===== config.mk =====
export PLATFORM = sky130hd
export DESIGN_NAME = serdma_ctrl
export DESIGN_NICKNAME = d
export VERILOG_FILES = /design/src/rtl/serdma_pkg.sv /design/src/rtl/serdma_route.sv /design/src/rtl/serdma_reqdec.sv /design/src/rtl/serdma_gntser.sv /design/src/rtl/serdma_arb.sv /design/src/rtl/serdma_ctrl.sv
export SDC_FILE = /design/constraint.sdc
export NUM_CORES = 1
export LEC_CHECK = 0
export BUFFER_PORTS_ARGS = -buffer_cell sky130_fd_sc_hd__buf_2
export CAP_MARGIN = 20
export CORE_ASPECT_RATIO = 1.1
export CORE_UTILIZATION = 58
export DETAILED_ROUTE_END_ITERATION = 7
export PLACE_DENSITY = 0.8
export SYNTH_ARGS = -nofsm -noshare
export SYNTH_HDL_FRONTEND = slang
export SYNTH_SLANG_ARGS = --single-unit

===== constraint.sdc =====
create_clock -name clk -period 2.65 [get_ports clk]
set_input_delay 0.1325 -clock clk [delete_from_list [all_inputs] [get_ports clk]]
set_output_delay 0.1325 -clock clk [all_outputs]
set_load 0.05 [all_outputs]

===== src/rtl/serdma_pkg.sv =====
package serdma_pkg;
  localparam int NCH      = 8;
  localparam int CH_W     = $clog2(NCH);
  localparam int NPAIR    = 2;
  localparam int PAIR_W   = (NPAIR > 1) ? $clog2(NPAIR) : 1;
  localparam int NFIELD   = NCH - 1;
  localparam int CASCADE  = 4;
  localparam int ROUTE_W  = 16;
  localparam logic [1:0] RT_SERIAL = 2'b01;

  typedef enum logic [1:0] {
    RQ_WAITHI = 2'b00,
    RQ_READY  = 2'b01,
    RQ_SLOT   = 2'b10
  } rq_state_e;
endpackage


===== src/rtl/serdma_route.sv =====
module serdma_route
  import serdma_pkg::*;
#(
  parameter int RW  = ROUTE_W,
  parameter int NC  = NCH,
  parameter int NF  = NFIELD,
  parameter int CAS = CASCADE
) (
  input  logic          clk,
  input  logic          rst_n,
  input  logic          we,
  input  logic [RW-1:0] wdata,
  output logic [RW-1:0] q,
  output logic [NC-1:0] serial_en
);
  localparam logic [RW-1:0] VALID_MASK = RW'((64'd1 << (2 * NF)) - 64'd1);

  logic [RW-1:0] route_q_r;
  logic [RW-1:0] route_nx;
  logic          route_ce;

  always_comb begin
    route_ce = we;
    route_nx = wdata & VALID_MASK;
  end

  always_ff @(posedge clk or negedge rst_n) begin
    if (!rst_n) begin
      route_q_r <= '0;
    end else if (route_ce) begin
      route_q_r <= route_nx;
    end
  end

  always_comb begin
    serial_en = '0;
    for (int f = 0; f < NF; f++) begin
      serial_en[(f < CAS) ? f : f + 1] = (route_q_r[2*f +: 2] == RT_SERIAL);
    end
  end

  assign q = route_q_r;
endmodule


===== src/rtl/serdma_reqdec.sv =====
module serdma_reqdec
  import serdma_pkg::*;
#(
  parameter int NC = NCH
) (
  input  logic          clk,
  input  logic          rst_n,
  input  logic          line_n,
  output logic          frame_vld,
  output logic [NC-1:0] frame_bits
);
  localparam int CNT_W = $clog2(NC);

  rq_state_e         st_q, st_nx;
  logic [CNT_W-1:0]  cnt_q, cnt_nx;
  logic [NC-1:0]     sh_q, sh_nx, sh_ins;
  logic              sh_ce;

  always_comb begin
    st_nx      = st_q;
    cnt_nx     = cnt_q;
    sh_nx      = sh_q;
    sh_ce      = 1'b0;
    frame_vld  = 1'b0;
    sh_ins     = sh_q;
    sh_ins[cnt_q] = line_n;
    frame_bits = sh_ins;
    case (st_q)
      RQ_WAITHI: begin
        if (line_n) st_nx = RQ_READY;
      end
      RQ_READY: begin
        if (!line_n) begin
          st_nx  = RQ_SLOT;
          cnt_nx = '0;
          sh_nx  = '0;
          sh_ce  = 1'b1;
        end
      end
      RQ_SLOT: begin
        sh_nx  = sh_ins;
        sh_ce  = 1'b1;
        cnt_nx = cnt_q + 1'b1;
        if (cnt_q == CNT_W'(NC - 1)) begin
          frame_vld = 1'b1;
          st_nx     = RQ_WAITHI;
        end
      end
      default: st_nx = RQ_WAITHI;
    endcase
  end

  always_ff @(posedge clk or negedge rst_n) begin
    if (!rst_n) begin
      st_q  <= RQ_WAITHI;
      cnt_q <= '0;
    end else begin
      st_q  <= st_nx;
      cnt_q <= cnt_nx;
    end
  end

  always_ff @(posedge clk or negedge rst_n) begin
    if (!rst_n) begin
      sh_q <= '0;
    end else if (sh_ce) begin
      sh_q <= sh_nx;
    end
  end
endmodule


===== src/rtl/serdma_gntser.sv =====
module serdma_gntser
  import serdma_pkg::*;
#(
  parameter int CW = CH_W
) (
  input  logic          clk,
  input  logic          rst_n,
  input  logic          load,
  input  logic [CW-1:0] chan,
  output logic          line_n,
  output logic          idle
);
  localparam int LW = $clog2(CW + 2);

  logic [CW-1:0] bits_q, bits_nx;
  logic [LW-1:0] left_q, left_nx;
  logic          line_q, line_nx;
  logic          bits_ce;

  always_comb begin
    bits_nx = bits_q;
    bits_ce = 1'b0;
    left_nx = left_q;
    line_nx = 1'b1;
    if (load) begin
      line_nx = 1'b0;
      bits_nx = chan;
      bits_ce = 1'b1;
      left_nx = LW'(CW + 1);
    end else if (left_q != '0) begin
      left_nx = left_q - 1'b1;
      if (left_q != LW'(1)) begin
        line_nx = bits_q[0];
        bits_nx = bits_q >> 1;
        bits_ce = 1'b1;
      end
    end
  end

  always_ff @(posedge clk or negedge rst_n) begin
    if (!rst_n) begin
      left_q <= '0;
      line_q <= 1'b1;
    end else begin
      left_q <= left_nx;
      line_q <= line_nx;
    end
  end

  always_ff @(posedge clk or negedge rst_n) begin
    if (!rst_n) begin
      bits_q <= '0;
    end else if (bits_ce) begin
      bits_q <= bits_nx;
    end
  end

  assign line_n = line_q;
  assign idle   = (left_q == '0);
endmodule


===== src/rtl/serdma_arb.sv =====
module serdma_arb
  import serdma_pkg::*;
#(
  parameter int NC = NCH,
  parameter int NP = NPAIR,
  parameter int CW = CH_W,
  parameter int PW = PAIR_W
) (
  input  logic                   clk,
  input  logic                   rst_n,
  input  logic [NP-1:0]          frame_vld,
  input  logic [NP-1:0][NC-1:0]  frame_bits,
  input  logic [NC-1:0]          serial_en,
  input  logic [NP-1:0]          ser_idle,
  input  logic [NP-1:0]          done,
  output logic [NC-1:0]          dreq_vec,
  output logic [NP-1:0]          launch,
  output logic [CW-1:0]          launch_chan,
  output logic                   grant_stb,
  output logic [PW-1:0]          grant_pair,
  output logic [CW-1:0]          grant_chan
);
  logic [NP-1:0][NC-1:0] pend_q, pend_nx, elig;
  logic [NP-1:0][CW-1:0] lo;
  logic [NP-1:0]         busy_q, busy_nx, can;
  logic [PW-1:0]         sel;
  logic                  found;
  logic                  stb_q;
  logic [PW-1:0]         pair_q;
  logic [CW-1:0]         chan_q;

  always_comb begin
    dreq_vec = '0;
    for (int p = 0; p < NP; p++) begin
      elig[p]  = pend_q[p] & serial_en;
      can[p]   = !busy_q[p] && ser_idle[p] && (elig[p] != '0);
      dreq_vec = dreq_vec | elig[p];
      lo[p]    = '0;
      for (int c = NC - 1; c >= 0; c--) begin
        if (elig[p][c]) lo[p] = CW'(c);
      end
    end
  end

  always_comb begin
    found = 1'b0;
    sel   = '0;
    for (int p = NP - 1; p >= 0; p--) begin
      if (can[p]) begin
        found = 1'b1;
        sel   = PW'(p);
      end
    end
    launch_chan = lo[sel];
    launch      = '0;
    if (found) launch[sel] = 1'b1;
  end

  always_comb begin
    for (int p = 0; p < NP; p++) begin
      pend_nx[p] = frame_vld[p] ? frame_bits[p] : pend_q[p];
      if (launch[p]) pend_nx[p][launch_chan] = 1'b0;
      if (launch[p])      busy_nx[p] = 1'b1;
      else if (done[p])   busy_nx[p] = 1'b0;
      else                busy_nx[p] = busy_q[p];
    end
  end

  always_ff @(posedge clk or negedge rst_n) begin
    if (!rst_n) begin
      pend_q <= '0;
      busy_q <= '0;
      stb_q  <= 1'b0;
    end else begin
      pend_q <= pend_nx;
      busy_q <= busy_nx;
      stb_q  <= found;
    end
  end

  always_ff @(posedge clk or negedge rst_n) begin
    if (!rst_n) begin
      pair_q <= '0;
      chan_q <= '0;
    end else if (found) begin
      pair_q <= sel;
      chan_q <= launch_chan;
    end
  end

  assign grant_stb  = stb_q;
  assign grant_pair = pair_q;
  assign grant_chan = chan_q;
endmodule


===== src/rtl/serdma_ctrl.sv =====
module serdma_ctrl
  import serdma_pkg::*;
#(
  parameter int NC = NCH,
  parameter int NP = NPAIR,
  parameter int CW = CH_W,
  parameter int PW = PAIR_W,
  parameter int RW = ROUTE_W
) (
  input  logic          clk,
  input  logic          rst_n,
  input  logic          route_we,
  input  logic [RW-1:0] route_wdata,
  output logic [RW-1:0] route_q,
  input  logic [NP-1:0] sreq_n,
  output logic [NP-1:0] sgnt_n,
  input  logic [NP-1:0] dma_done,
  output logic [NC-1:0] dreq_vec,
  output logic          grant_stb,
  output logic [PW-1:0] grant_pair,
  output logic [CW-1:0] grant_chan
);
  logic [1:0]            rsync_q;
  logic                  rst_core_n;
  logic [NC-1:0]         serial_en;
  logic [NP-1:0]         frame_vld;
  logic [NP-1:0][NC-1:0] frame_bits;
  logic [NP-1:0]         ser_idle;
  logic [NP-1:0]         launch;
  logic [CW-1:0]         launch_chan;

  always_ff @(posedge clk or negedge rst_n) begin
    if (!rst_n) rsync_q <= '0;
    else        rsync_q <= {rsync_q[0], 1'b1};
  end
  assign rst_core_n = rsync_q[1];

  serdma_route #(.RW(RW), .NC(NC), .NF(NC - 1), .CAS(CASCADE)) u_route (
    .clk       (clk),
    .rst_n     (rst_core_n),
    .we        (route_we),
    .wdata     (route_wdata),
    .q         (route_q),
    .serial_en (serial_en)
  );

  for (genvar p = 0; p < NP; p++) begin : g_pair
    serdma_reqdec #(.NC(NC)) u_dec (
      .clk        (clk),
      .rst_n      (rst_core_n),
      .line_n     (sreq_n[p]),
      .frame_vld  (frame_vld[p]),
      .frame_bits (frame_bits[p])
    );

    serdma_gntser #(.CW(CW)) u_ser (
      .clk    (clk),
      .rst_n  (rst_core_n),
      .load   (launch[p]),
      .chan   (launch_chan),
      .line_n (sgnt_n[p]),
      .idle   (ser_idle[p])
    );
  end

  serdma_arb #(.NC(NC), .NP(NP), .CW(CW), .PW(PW)) u_arb (
    .clk         (clk),
    .rst_n       (rst_core_n),
    .frame_vld   (frame_vld),
    .frame_bits  (frame_bits),
    .serial_en   (serial_en),
    .ser_idle    (ser_idle),
    .done        (dma_done),
    .dreq_vec    (dreq_vec),
    .launch      (launch),
    .launch_chan (launch_chan),
    .grant_stb   (grant_stb),
    .grant_pair  (grant_pair),
    .grant_chan  (grant_chan)
  );
endmodule


==> impl_results.md, run 1 <==
- Avg Cell Area, Syn: 10.1 um^2
- Unique masters post-synth: 55
- Post-route clock skew: 0.00961 ns
- WL/cell: 15.9 um
- Final hold vios: 0
- Post-synthesis sequential area ratio: 0.466
- Die outline area: 7290 um^2
- Multi-input gate area: 1990 um^2
- CTS clk-pin slew, worst paths: 0.07 ns
- Total wire length: 8500 um
- Seq pwr share: 0.408
- Critical Path Start Type: flop
- Final GP Congestion: 0.825
- Post_cts resized: 0
- Pins over their slew limit: 0
- Root Buffer: clkbuf_8
- Initial Util: 0.608
- Slew headroom: 0.553
- TritonRoute pass-1 iters: 6
- FF-to-FF Start: g_pair[1].u_ser.left_q[0]
- Worst-margin pin slew: 0.670 ns
- Hold slack: 0.0119 ns
- Hold_sp: route_wdata[1]
- I/O Buffers: 48
- Clk buf depth: 2
- IR drop worst, VDD: 555 uV
- Post-synth ARST share: 1.00
- Row Count: 31
- Fillers: 513
- Maxcap violations: 0
- HP Class: in -> reg
- Count leader, synth: dfrtp_1
- Routed Antenna Nets: 0
- Layout cells sized above 1: 0.215
- Worst setup startpoint: g_pair[1].u_ser.left_q[0]
- Crit path kind: reg -> reg
- LEAKAGE: 0.00203 uW
- Final setup TNS: 0 ns
- Final setup fails: 0
- Comb pwr share: 0.440
- Switch share: 0.444
- Vias/cell: 5.93
- Fin util: 0.679
- Final Cycle Share: 0.753
- Pin count of the biggest net entering global routing: 38
- Number of H-tree levels: 3
- Yosys warning count: 0
- CTS tree: built
- R2r setup slk: 0.66 ns
- Yosys top cell area share: 0.453
- IO Count: 54
- Die Ht: 89.4 um
- Clk_lat worst skew: 0.35 ns
- Timing-limited maximum frequency: 501 MHz
- Reg area: 1880 um^2
- Post-DP HPWL: 6170 um
- Crit-path max FO: 9
- Ys flop type: dfrtp_1
- CTS buffer count: 9
- P_int: 2690 uW
- Clk sinks: 75
- Via count: 3160
- Min Tclk post-route: 1.99 ns
- GR Util All Layers: 0.260
- 1st-iter DRT viols: 195
- Area Growth Syn to Fin: 11.7%
- First-pass GRT wire length: 14100 um
- Post-synth EDFFs: 0
- Final antenna diode count: 0
- Number of antenna violations at the first check in global routing: 0
- Grt total ovfl: 0
- RSZ-0062 raised after global routing: false
- Post-synth top cells: dfrtp_1 (73), nor2_1 (55), a21oi_1 (34), nand2_1 (23), mux2i_1 (18)
- Synth Register Bits: 75
- Clock share of power: 0.152
- Die W: 81.5 um
- DRC viols: 0
- Synthesized cell area: 4030 um^2
- Status: complete, no violations
- Cell Pwr Density: 1080 nW/um^2
- Yosys top cell by area: dfrtp_1
- Worst Path Arrival: 2.27 ns
- Core Footprint: 6630 um^2
- Nets: 479
- Sw Pwr: 2150 uW
- Most area-consuming cells after synthesis: dfrtp_1 (45%), nor2_1 (5.1%), mux2i_1 (4.5%)
- Vias in the first global route: 3028
- Cells after Synth: 400
- CP required: 2.93 ns
- Crit. End Element: flop
-- final cells by class --
| class | count | share of cell area |
|---|---|---|
| inverter | 13 | 0.0108 |
| timing repair buffer | 56 | 0.0722 |
| clock buffer | 13 | 0.0308 |
| sequential | 75 | 0.417 |
| tap | 82 | 0.0228 |
| clock inverter | 3 | 0.00333 |
| multi-input combinational | 291 | 0.442 |
-- power groups by stage --
stage	combinational (uW)	clock, uW	sequential [uW]
after floorplan	1660	0	1990
after global placement	2030	0	1970
after detailed placement	2120	0	1990
after CTS	2140	749	1970
after global routing	2340	804	2040
final	2130	735	1980
-- placed cells by master, fill, tap and decap left out, types with 12 or more instances in the layout --
| master | instances |
|---|---|
| dfrtp_1 | 72 |
| nor2_1 | 55 |
| buf_2 | 48 |
| a21oi_1 | 34 |
| nand2_1 | 23 |
| mux2i_1 | 18 |
| a221oi_1 | 16 |
| mux2_2 | 14 |
| inv_1 | 12 |
-- critical path, cell delays in order, from the launching register on --
cell and delay (ns):
dfrtp_1 0.42, inv_1 0.10, ha_1 0.20, nand2b_1 0.14, nand2b_1 0.35, a31o_4 0.32
nor2_4 0.20, mux2i_1 0.20
-- sequential cells by signal (all words and copies together) (netlist names) --
| name | count |
|---|---|
| g_pair.u_ser.bits_q | 6 |
| g_pair.u_ser.left_q | 6 |
| g_pair.u_dec.cnt_q | 6 |
| u_arb.pend_q | 14 |
| rsync_q | 2 |
| u_route.q | 14 |
| u_arb.grant_chan | 3 |
| u_arb.busy_q | 2 |
| g_pair.u_dec.st_q | 4 |
| g_pair.u_dec.sh_q | 14 |
| g_pair.u_ser.line_n | 2 |
| u_arb.grant_stb | 1 |
| u_arb.grant_pair | 1 |
-- timing repair --
action / 4_1_cts / 5_1_grt
buffers inserted: 0 / 0
hold buffers: 5 / 0
hold endpoints to repair: 6 / 0
-- through the flow --
step	setup slack, ns	instances	instance area, um^2	power (uW)
after floorplan	0.410	402	4040	3650
after global placement	0.747	512	4300	4000
after detailed placement	0.668	512	4300	4100
after CTS	0.655	533	4500	4850
after global routing	0.514	533	4500	5190
final	0.656	533	4500	4840
-- cells by family after synthesis --
group | Yosys count | synth area share
flip-flops | 75 | 0.466
multiplexers | 32 | 0.0838
XOR/XNOR | 2 | 0.00435
AO/OA/AOI/OAI | 91 | 0.156
AND/OR/NAND/NOR | 152 | 0.215
adder cells (fa/ha/maj) | 10 | 0.0310
buffers and inverters | 36 | 0.0413
other | 2 | 0.00186
-- path summary, 6_finish.rpt --
path,end,depth (start not counted)
worst max-delay path,g_pair[1].u_ser.bits_q[1],7
worst min-delay path,u_route.q[1],2
worst max register to register,g_pair[1].u_ser.bits_q[1],7
worst min register to register,u_route.q[3],0
max in group asynchronous,g_pair[1].u_ser.line_n,1
min in group asynchronous,rsync_q[1],2
-- metal layers --
metal,up-vias,track usage,wire (um)
met5,-,0,0
met4,0,0.0974,141
met1,1534,0.326,3740
met2,95,0.431,4200
met3,13,0.0673,407
li1,1518,-,-
Note: power is estimated with default switching activity, not from simulation.
==> run 2: changes to the inputs <==
- CORE_UTILIZATION: 58 -> 52
- PLACE_DENSITY: 0.8 -> 0.76
- clock period: 2.65 -> 1.8 ns (I/O delays scaled with it)
==> run 2 against run 1 <==
Against the previous run:
- clock skew up 0.0037 ns
- worst hold slack gained 0.032 ns
- first-iteration DRC count unchanged
- utilization up 0.38 points
- global-route usage fell by 0.42 points
- combinational power increased by 80%
- wire length is 13% higher
- register-to-register slack got worse by 0.61 ns
- non-clock buffer count increased by 46
- flip-flop and latch count unchanged
- sequential power increased by 41%
==> impl_results.md, run 2 (same netlist as run 1, synthesis figures left out) <==
- Final setup fails: 0 (unchanged)
- Status: complete, no violations (unchanged)
- Nets: 525 (was 479)
- 1st-iter DRT viols: 195 (unchanged)
- Crit-path max FO: 7 (was 9)
- Crit path cell chain: and3b_4 > nor4_4 > buf_4 > a31o_4 > nor2_4 > mux2i_1 (was inv_1 > ha_1 > nand2b_1 > nand2b_1 > a31o_4 > nor2_4 > mux2i_1)
- Most frequent cells in the layout: dfrtp_1 (58), nor2_1 (55), buf_2 (48) (was dfrtp_1 (72), nor2_1 (55), buf_2 (48))
- Crit. End Element: flop (unchanged)
- Final Cycle Share: 0.973 (was 0.753)
- CP required: 2.07 ns (was 2.93 ns)
- IO Count: 54 (unchanged)
- Final hold vios: 0 (unchanged)
- Final worst setup slack: 0.0482 ns (was 0.656 ns)
- IR drop worst, VDD: 1030 uV (was 555 uV)
- Top Layer Used: met4 (unchanged)
- Number of antenna violations at the first check in global routing: 0 (unchanged)
- Die outline area: 8110 um^2 (was 7290 um^2)
- CTS clk-pin slew, worst paths: 0.08 ns (was 0.07 ns)
- Met3 Wirelength: 316 um (was 407 um)
- Post-DP HPWL: 6660 um (was 6170 um)
- Total wire length: 9580 um (was 8500 um)
- Critical Path Start Type: flop (unchanged)
- Die W: 86.0 um (was 81.5 um)
- Crit path buffers/inverters: 1 (unchanged)
- Maxcap violations: 0 (unchanged)
- Root Buffer: clkbuf_8 (unchanged)
- Row Count: 33 (was 31)
- Vias/cell: 5.61 (was 5.93)
- Post-route clock skew: 0.0133 ns (was 0.00961 ns)
- Pins over their slew limit: 0 (unchanged)
- First-pass GRT wire length: 16000 um (was 14100 um)
- Fillers: 567 (was 513)
- Min Tclk post-route: 1.75 ns (was 1.99 ns)
- Core Footprint: 7470 um^2 (was 6630 um^2)
- Fin cells: 602 (was 533)
- Post-place setup slack: 0.0456 ns (was 0.668 ns)
- Final GP Congestion: 0.857 (was 0.825)
- Delay-heaviest family, CP: simple AND/OR/NAND/NOR gates (unchanged)
- Initial Util: 0.539 (was 0.608)
- I/O Buffers: 48 (unchanged)
- Worst Path Arrival: 2.02 ns (was 2.27 ns)
- CTS tree: built (unchanged)
- Worst path max stage delay: 0.45 ns (was 0.42 ns)
- HP Class: in -> async (was in -> reg)
- Grt total ovfl: 0 (unchanged)
- Cells after DPL: 562 (was 512)
- R2R Path End: g_pair[1].u_ser.bits_q[1] (unchanged)
- Clk_lat worst skew: 0.35 ns (about the same)
- Clk buf depth: 2 (unchanged)
- Via count: 3375 (was 3160)
- WL met1: 4170 um (was 3740 um)
- WL met2: 4930 um (was 4200 um)
- Pin count of the biggest net entering global routing: 74 (was 38)
- Vias in the first global route: 3354 (was 3028)
- WL/cell: 15.9 um (about the same)
- LEAKAGE: 0.00231 uW (was 0.00203 uW)
- Crit path kind: reg -> reg (unchanged)
- Number of H-tree levels: 3 (unchanged)
- Area Growth Syn to Fin: 26.6% (was 11.7%)
- Clk sinks: 75 (unchanged)
- TritonRoute pass-1 iters: 4 (was 6)
- Worst setup startpoint: u_route.q[1] (was g_pair[1].u_ser.left_q[0])
- FF-to-FF Start: u_route.q[1] (was g_pair[1].u_ser.left_q[0])
- Slowest-stage cell, CP: dfrtp_2 (was dfrtp_1)
- Commonest non-fill, non-tap cell in the layout: dfrtp_1 (unchanged)
- Layout cells sized above 1: 0.322 (was 0.215)
- Routed Antenna Nets: 0 (unchanged)
- GR Util All Layers: 0.256 (was 0.260)
- Die Ht: 94.3 um (was 89.4 um)
- Timing-limited maximum frequency: 571 MHz (was 501 MHz)
- RSZ-0062 raised after global routing: true (was false)
- Reg2Reg Depth: 6 (was 7)
- CTS buffer count: 9 (unchanged)
- DRC viols: 0 (unchanged)
- Cell Pwr Density: 1610 nW/um^2 (was 1080 nW/um^2)
- Final antenna diode count: 0 (unchanged)
- R2r setup slk: 0.05 ns (was 0.66 ns)
- Hold slack: 0.0435 ns (was 0.0119 ns)
==> run 2: changes by cell type in the layout (fill, tap and decap cells not counted), moves of 3 or more <==
cell / before / now
clkinv_2: 3 / 0
buf_4: 2 / 35
dfrtp_1: 72 / 58
dlygate4sd3_1: 5 / 17
nor3b_2: 0 / 6
nor3b_1: 10 / 4
dfrtp_2: 1 / 15
bufinv_16: 0 / 3
==> run 2: worst max-delay path by stage <==
| stage | endpoint | slack [ns] | cells after the start |
|---|---|---|---|
| 5_1_grt | g_pair[1].u_ser.bits_q[1] | -0.05 | 5 |
| 3_5_place_dp | u_arb.pend_q[11] | 0.05 | 4 |
| 4_1_cts | g_pair[1].u_ser.bits_q[2] | 0.03 | 7 |
| 2_1_floorplan | u_arb.pend_q[15] | 0.02 | 5 |
| 6_report | g_pair[1].u_ser.bits_q[1] | 0.05 | 6 |
| 3_3_place_gp | g_pair[1].u_ser.bits_q[1] | 0.1 | 6 |
==> run 2: per-layer routing <==
layer | global-route usage | up-vias
met2 | 0.445 | 88
li1 | - | 1611
met4 | 0.0972 | 0
met3 | 0.0376 | 15
met5 | 0 | -
met1 | 0.322 | 1661
==> run 2: repair_timing <==
| action | CTS | global route |
|---|---|---|
| hold buffers | 17 | 0 |
| endpoints found under the setup margin | 0 | 15 |
| setup buffers | 0 | 7 |
| gates resized for setup | 0 | 10 |
| hold endpoints to repair | 18 | 0 |
==> run 2: power by group <==
| group | switching, uW | internal (uW) |
|---|---|---|
| sequential | 506 | 2290 |
| clock | 617 | 961 |
| combinational | 2250 | 1580 |
| total | 3370 | 4830 |
==> run 2: stage by stage <==
stage | TNS (ns) | power [uW] | instance area (um^2) | util
after floorplan | 0 | 5420 | 4100 | -
after global placement | 0 | 6300 | 4600 | 0.616
after detailed placement | 0 | 6460 | 4600 | 0.616
after CTS | 0 | 8090 | 5020 | 0.671
after global routing | -0.121 | 8730 | 5100 | 0.683
final | 0 | 8200 | 5100 | 0.683
==> run 2: cell type report <==
| type | instances | area (um^2) | share of cell area |
|---|---|---|---|
| clock inverter | 4 | 97.6 | 0.0191 |
| tap | 105 | 131 | 0.0257 |
| clock buffer | 12 | 145 | 0.0284 |
| multi-input combinational | 291 | 2070 | 0.405 |
| timing repair buffer | 102 | 713 | 0.140 |
| inverter | 13 | 48.8 | 0.00956 |
| sequential | 75 | 1900 | 0.372 |
==> run 2: worst reg2reg max path, cell delays in order (launching register included) <==
cell and delay [ns]:
dfrtp_2 0.45, and3b_4 0.34, nor4_4 0.04, buf_4 0.16, a31o_4 0.26, nor2_4 0.21, mux2i_1 0.21
